**config.mk**
```make
export PLATFORM = sky130hd
export DESIGN_NAME = lsu_bus_trap
export DESIGN_NICKNAME = d
export VERILOG_FILES = /design/src/rtl/lsu_pkg.sv /design/src/rtl/lsu_addr_gen.sv /design/src/rtl/lsu_steer.sv /design/src/rtl/lsu_load_track.sv /design/src/rtl/lsu_bus_trap.sv
export SDC_FILE = /design/constraint.sdc
export NUM_CORES = 1
export LEC_CHECK = 0
export BUFFER_PORTS_ARGS = -buffer_cell sky130_fd_sc_hd__buf_2
export CAP_MARGIN = 15
export CORE_AREA = 8 8 98 100
export DETAILED_ROUTE_END_ITERATION = 10
export DIE_AREA = 0 0 106 108
export GPL_TIMING_DRIVEN = 1
export PLACE_DENSITY = 0.68
export SLEW_MARGIN = 20
export SYNTH_ARGS = -nofsm -noshare
export SYNTH_HDL_FRONTEND = slang
export SYNTH_SLANG_ARGS = --single-unit
```
**constraint.sdc**
```tcl
create_clock -name clk -period 8.92 [get_ports clk]
set_input_delay 2.23 -clock clk [delete_from_list [all_inputs] [get_ports clk]]
set_output_delay 2.23 -clock clk [all_outputs]
set_load 0.05 [all_outputs]
```
**src/rtl/lsu_pkg.sv**
```systemverilog
// Shared definitions for the load-store unit: opcode values, the
// writeback tracker state, and an opcode classifier.
// Assumes 7-bit opcodes; every opcode outside the four memory ones is inert.
package lsu_pkg;

    localparam int OPW = 7;

    localparam logic [OPW-1:0] OP_ST_IMM = 7'h40;
    localparam logic [OPW-1:0] OP_ST_REG = 7'h41;
    localparam logic [OPW-1:0] OP_LD_IMM = 7'h42;
    localparam logic [OPW-1:0] OP_LD_REG = 7'h43;

    typedef enum logic [1:0] {
        TRK_IDLE = 2'd0,
        TRK_RAM  = 2'd1,
        TRK_BUS  = 2'd2
    } trk_state_e;

    typedef struct packed {
        logic is_load;
        logic is_store;
        logic use_base;
    } op_class_t;

    // Maps an opcode to its access class; unknown opcodes map to all-zero.
    function automatic op_class_t classify(input logic [OPW-1:0] op);
        op_class_t c;
        c = '0;
        case (op)
            OP_ST_IMM: c.is_store = 1'b1;
            OP_ST_REG: begin c.is_store = 1'b1; c.use_base = 1'b1; end
            OP_LD_IMM: c.is_load  = 1'b1;
            OP_LD_REG: begin c.is_load  = 1'b1; c.use_base = 1'b1; end
            default:   c = '0;
        endcase
        return c;
    endfunction

endpackage

```
**src/rtl/lsu_addr_gen.sv**
```systemverilog
// Effective-address generator.
// Decodes the opcode and forms the dword address: the immediate alone
// (taken as unsigned) or base + sign-extended immediate. The result is
// kept to AW bits, so any carry out of the top is dropped.
// Assumes the base operand is already cut to AW bits.
module lsu_addr_gen
    import lsu_pkg::*;
#(
    parameter int AW   = 16,
    parameter int IMMW = 16
) (
    input  logic [OPW-1:0]  op,
    input  logic [AW-1:0]   base,
    input  logic [IMMW-1:0] imm,
    output logic            is_load,
    output logic            is_store,
    output logic [AW-1:0]   eff_addr
);

    op_class_t       cls;
    logic [AW-1:0]   imm_abs;   // immediate used as a plain address
    logic [AW-1:0]   imm_off;   // immediate used as a signed offset

    // Picks how the immediate is resized to the address width.
    generate
        if (AW > IMMW) begin : g_widen
            assign imm_abs = {{(AW-IMMW){1'b0}}, imm};
            assign imm_off = {{(AW-IMMW){imm[IMMW-1]}}, imm};
        end else begin : g_fit
            assign imm_abs = imm[AW-1:0];
            assign imm_off = imm[AW-1:0];
        end
    endgenerate

    // Classifies the opcode and selects the address source.
    always_comb begin
        cls      = classify(op);
        is_load  = cls.is_load;
        is_store = cls.is_store;
        eff_addr = cls.use_base ? (base + imm_off) : imm_abs;
    end

endmodule

```
**src/rtl/lsu_steer.sv**
```systemverilog
// Access steering.
// Sends an accepted access either to the data RAM or, when every address
// bit above the local-bus field is one, to the local register bus.
// Trapped accesses never touch the RAM enables.
// Assumes go, is_load and is_store are already gated by acceptance.
module lsu_steer #(
    parameter int AW   = 16,
    parameter int LBAW = 8
) (
    input  logic            go,
    input  logic            is_load,
    input  logic            is_store,
    input  logic [AW-1:0]   eff_addr,
    output logic            ram_en,
    output logic            ram_we,
    output logic [AW-1:0]   ram_addr,
    output logic            lb_wr,
    output logic            lb_rd,
    output logic [LBAW-1:0] lb_addr
);

    logic in_trap;
    logic active;

    // Flags the top window of the address space.
    always_comb in_trap = &eff_addr[AW-1:LBAW];

    // Drives exactly one target's strobes for an accepted access.
    always_comb begin
        active   = go & (is_load | is_store);
        ram_en   = active & ~in_trap;
        ram_we   = go & is_store & ~in_trap;
        lb_wr    = go & is_store & in_trap;
        lb_rd    = go & is_load & in_trap;
        ram_addr = eff_addr;
        lb_addr  = eff_addr[LBAW-1:0];
    end

endmodule

```
**src/rtl/lsu_load_track.sv**
```systemverilog
// Load return tracker.
// Remembers the destination index of an outstanding load. A RAM load is
// returned the cycle after issue. A bus load holds busy until the bus
// pulses read-valid, and returns in that same cycle.
// Assumes no new access is issued while busy is high.
module lsu_load_track
    import lsu_pkg::*;
#(
    parameter int DW = 32,
    parameter int RW = 3
) (
    input  logic          clk,
    input  logic          rst_n,
    input  logic          ram_go,
    input  logic          bus_go,
    input  logic [RW-1:0] dst_idx,
    input  logic [DW-1:0] ram_rdata,
    input  logic [DW-1:0] lb_rdata,
    input  logic          lb_rvalid,
    output logic          busy,
    output logic          wb_valid,
    output logic [RW-1:0] wb_idx,
    output logic [DW-1:0] wb_data
);

    trk_state_e    state_q, state_d;
    logic [RW-1:0] idx_q;

    // Next-state choice for the tracker.
    always_comb begin
        state_d = state_q;
        case (state_q)
            TRK_BUS: if (lb_rvalid) state_d = TRK_IDLE;
            default: begin
                if (bus_go)      state_d = TRK_BUS;
                else if (ram_go) state_d = TRK_RAM;
                else             state_d = TRK_IDLE;
            end
        endcase
    end

    // State register with synchronous active-low reset.
    always_ff @(posedge clk) begin
        if (!rst_n) state_q <= TRK_IDLE;
        else        state_q <= state_d;
    end

    // Captures the destination index of each issued load.
    always_ff @(posedge clk) begin
        if (!rst_n)                idx_q <= '0;
        else if (ram_go | bus_go)  idx_q <= dst_idx;
    end

    // Forms the writeback from whichever source is returning.
    always_comb begin
        busy     = (state_q == TRK_BUS);
        wb_valid = (state_q == TRK_RAM) | (busy & lb_rvalid);
        wb_idx   = idx_q;
        wb_data  = busy ? lb_rdata : ram_rdata;
    end

endmodule

```
**src/rtl/lsu_bus_trap.sv**
```systemverilog
// Load-store unit top.
// Accepts one memory instruction per cycle while not busy, forms its
// address, steers it to the data RAM or the local register bus, and
// returns load data on the writeback port.
// Assumes a RAM with one cycle of read latency and a local bus that answers
// each read strobe with exactly one read-valid pulse.
module lsu_bus_trap
    import lsu_pkg::*;
#(
    parameter int AW   = 16,
    parameter int DW   = 32,
    parameter int IMMW = 16,
    parameter int LBAW = 8,
    parameter int RW   = 3
) (
    input  logic            clk,
    input  logic            rst_n,
    input  logic            req_valid,
    input  logic [OPW-1:0]  req_op,
    input  logic [DW-1:0]   src_a,
    input  logic [AW-1:0]   base_b,
    input  logic [IMMW-1:0] imm,
    input  logic [RW-1:0]   dst_idx,
    output logic            busy,
    output logic            ram_en,
    output logic            ram_we,
    output logic [AW-1:0]   ram_addr,
    output logic [DW-1:0]   ram_wdata,
    input  logic [DW-1:0]   ram_rdata,
    output logic            lb_wr,
    output logic            lb_rd,
    output logic [LBAW-1:0] lb_addr,
    output logic [DW-1:0]   lb_wdata,
    input  logic [DW-1:0]   lb_rdata,
    input  logic            lb_rvalid,
    output logic            wb_valid,
    output logic [RW-1:0]   wb_idx,
    output logic [DW-1:0]   wb_data
);

    logic          is_load;
    logic          is_store;
    logic [AW-1:0] eff_addr;
    logic          accept;
    logic          ram_go;

    lsu_addr_gen #(.AW(AW), .IMMW(IMMW)) u_addr (
        .op       (req_op),
        .base     (base_b),
        .imm      (imm),
        .is_load  (is_load),
        .is_store (is_store),
        .eff_addr (eff_addr)
    );

    // Accepts a request only when no bus load is outstanding.
    always_comb accept = req_valid & ~busy;

    lsu_steer #(.AW(AW), .LBAW(LBAW)) u_steer (
        .go       (accept),
        .is_load  (is_load),
        .is_store (is_store),
        .eff_addr (eff_addr),
        .ram_en   (ram_en),
        .ram_we   (ram_we),
        .ram_addr (ram_addr),
        .lb_wr    (lb_wr),
        .lb_rd    (lb_rd),
        .lb_addr  (lb_addr)
    );

    // Store data goes to both targets; only the strobed one uses it.
    always_comb begin
        ram_wdata = src_a;
        lb_wdata  = src_a;
        ram_go    = ram_en & ~ram_we;
    end

    lsu_load_track #(.DW(DW), .RW(RW)) u_track (
        .clk       (clk),
        .rst_n     (rst_n),
        .ram_go    (ram_go),
        .bus_go    (lb_rd),
        .dst_idx   (dst_idx),
        .ram_rdata (ram_rdata),
        .lb_rdata  (lb_rdata),
        .lb_rvalid (lb_rvalid),
        .busy      (busy),
        .wb_valid  (wb_valid),
        .wb_idx    (wb_idx),
        .wb_data   (wb_data)
    );

endmodule

```
==> impl_metrics.toml <==
[pwr]
ir_worst_vdd_v = 0.00007156
power_density_nw_per_um2 = 84.87
power.static_leakage_nw = 1.532

[timing]
slew_headroom_pct = 38.33
setup_viol = 0
clock_skew_ns = 0.002248
final_hold_viol_count = 0
period_share_pct = 82.53
grt_setup_unrepaired = "no"
tns_ns = 0
fmaxAchievable_mhz = 135.8
period_needed_ns = 7.361
worst_pin_slew_ns = 0.9194
drv_slew = 0
finalWorstSetupSlack_ns = 1.559

[critical_path]
cp.arrival_ns = 5.13
rr_worst_depth = 8
crit_path_max_fanout = 4
critical_path_class = "in2out"
endpoint_kind = "output pin"
critPathRequiredTime_ns = 6.69
r2r_slack_ns = 7.07
start_kind = "primary input"

[worst_hold_path]
whs_path_depth = 2
hold_class = "reg2reg"

[floorplan]
die_h_microns = 108
start_util_pct = 27.10
placementRows = 33
core_sq_um = 8051
die_w_microns = 106
dieArea_sq_um = 11450
io_pins = 271

[yosys]
synth_edf_count = 0
syn_inst = 345
avgSynthCellArea_sq_um = 6.325
async_flop_share_pct = 0
synth_top_area_share_pct = 24.77
ys_types = 55
ys_warn_count = 0
synthTopCellsByArea = "buf_4, nand2_1, ha_1, dfxtp_1, xnor2_1"
synth_nets = 503
synth_area_leader_cell = "buf_4"
yosysSeqAreaShare_pct = 4.587
synth-seq-cells = 5
syn-cell-area_sq_um = 2182
synth_flop_cell = "dfxtp_1"

[final_layout]
multi_input_area_sq_um = 1458
diodes = 0
fill_cells = 910
layout.nets = 601
area_growth_pct = 21.44
regArea_sq_um = 100.1
final_layout_size_suffix_gt1_share_pct = 43.89

[route]
drt_iter0_markers = 84
drc_errors = 0
wl_per_cell_microns = 14.30
final_antenna_net_count = 0
vias = 2509
first_pass_iters = 4
routed_wl_microns = 7820
viasPerCell = 4.587

[cts]
post-cts-setup-buffers = 0
clkLatencyLatePin_ns = 0.22
hold_buffers = 0
cts_resized = 0
clock_tree.buffer_depth = 2
cts_tree = "done"
path_clk_slew_ns = 0.03
cts_buffers = 3
root_buffer = "clkbuf_8"
cts_max_level = 1
cts_num_sinks = 5

[grt]
antenna_found_initial = 0
grt_overflow = 0
grt_pass1_vias = 2493
grt_pass1_wl_microns = 11790
track_usage_pct = 11.92
grt_start_max_net_pins = 36

[placed_design]
io_buffers = 174
dp_slack_ns = 1.602
place_hpwl_microns = 6892
gp_congestion = 0.8272

[job]
cap_violations = 0

[run_status]
status = "finished, final reports clean"
## worst max-delay path: stages
cell      delay (ns)
buf_2           0.10
ha_1            0.23
fa_1            0.41
a21oi_1         0.25
o211ai_1        0.19
a21oi_1         0.29
xor2_1          0.10
o21ai_0         0.26
nand4_2         0.21
nor4_4          0.37
nor3b_2         0.20
buf_2           0.28
## sequential cells by signal, summed over array words and instances (netlist names)
signal	cells
u_track.state_q	2
u_track.wb_idx	3
## cells in the mapped netlist (all sizes together), types with 3 or more instances
master / instances
dfxtp: 5
mux2i: 3
nor2: 7
ha: 15
xor2: 3
nor4: 4
nand3: 6
inv: 9
xnor2: 8
buf: 75
nand4: 3
clkbuf: 7
nand2: 128
o21ai: 16
nor3: 4
nor2b: 3
and4: 3
a21oi: 16
o211ai: 4
## cells in the final DEF, fill, tap and decap left out, types with 2 or more instances in the layout
master    instances
and4_1            3
buf_2           174
nor4_1            2
mux2i_1           3
nand3_1           5
dfxtp_1           5
xor2_1            3
xnor2_1           8
ha_1             15
clkbuf_8          3
o21ai_0          12
o21ai_1           3
o21a_1            2
inv_1             9
a21o_1            2
a21oi_2           2
nor2_1            7
nand2_1         128
a21oi_1          12
nand4_1           2
o31a_1            2
a21oi_4           2
nor3_1            3
o211ai_1          3
nor2b_1           3
## logic make-up after synthesis
kind of cell | after synthesis | share of synthesized area [%]
mux | 3 | 1.376
buf+inv | 92 | 28.61
compound gates | 52 | 16.92
fa+ha+maj | 16 | 9.518
simple gates | 166 | 34.58
xor+xnor | 11 | 4.415
flops | 5 | 4.587
## final cells by class
type,instances,area share [%]
Tap cell,105,4.958
Inverter,10,1.416
Sequential cell,5,3.777
Timing Repair Buffer,175,33.14
Clock buffer,4,1.700
Multi-Input combinational cell,248,55.00
## power breakdown
group	internal (mW)	total, mW	switching (mW)
sequential	0.0226	0.0226	0.0000336
clock	0.0306	0.0408	0.0102
combinational	0.0549	0.161	0.107
## metrics by stage
step / util (%) / hold slack, ns / instance area (sq um) / power [mW] / instances
2_1_floorplan: - / 0.6178 / 2182 / 0.2143 / 345
3_3_place_gp: 32.35 / 0.4995 / 2605 / 0.1822 / 543
3_5_place_dp: 32.35 / 0.5266 / 2605 / 0.1841 / 543
4_1_cts: 32.91 / 0.5365 / 2650 / 0.2261 / 547
5_1_grt: 32.91 / 0.5780 / 2650 / 0.2393 / 547
6_report: 32.91 / 0.5345 / 2650 / 0.2249 / 547
## worst paths after layout
check | start | to
worst min-delay path | u_track.wb_idx[0] | u_track.wb_idx[0]
worst min register to register | u_track.wb_idx[0] | u_track.wb_idx[0]
worst max register to register | u_track.state_q[0] | u_track.state_q[1]
worst max-delay path | base_b[0] | lb_wr
## per-layer routing
layer	vias to the layer above	wire length, microns	track usage (%)
met5	-	0	0
met4	0	109	3.317
met3	25	779	3.986
met2	125	3853	20.42
met1	1087	3078	13.92
li1	1272	-	-
Note: power is estimated with default switching activity, not from simulation.
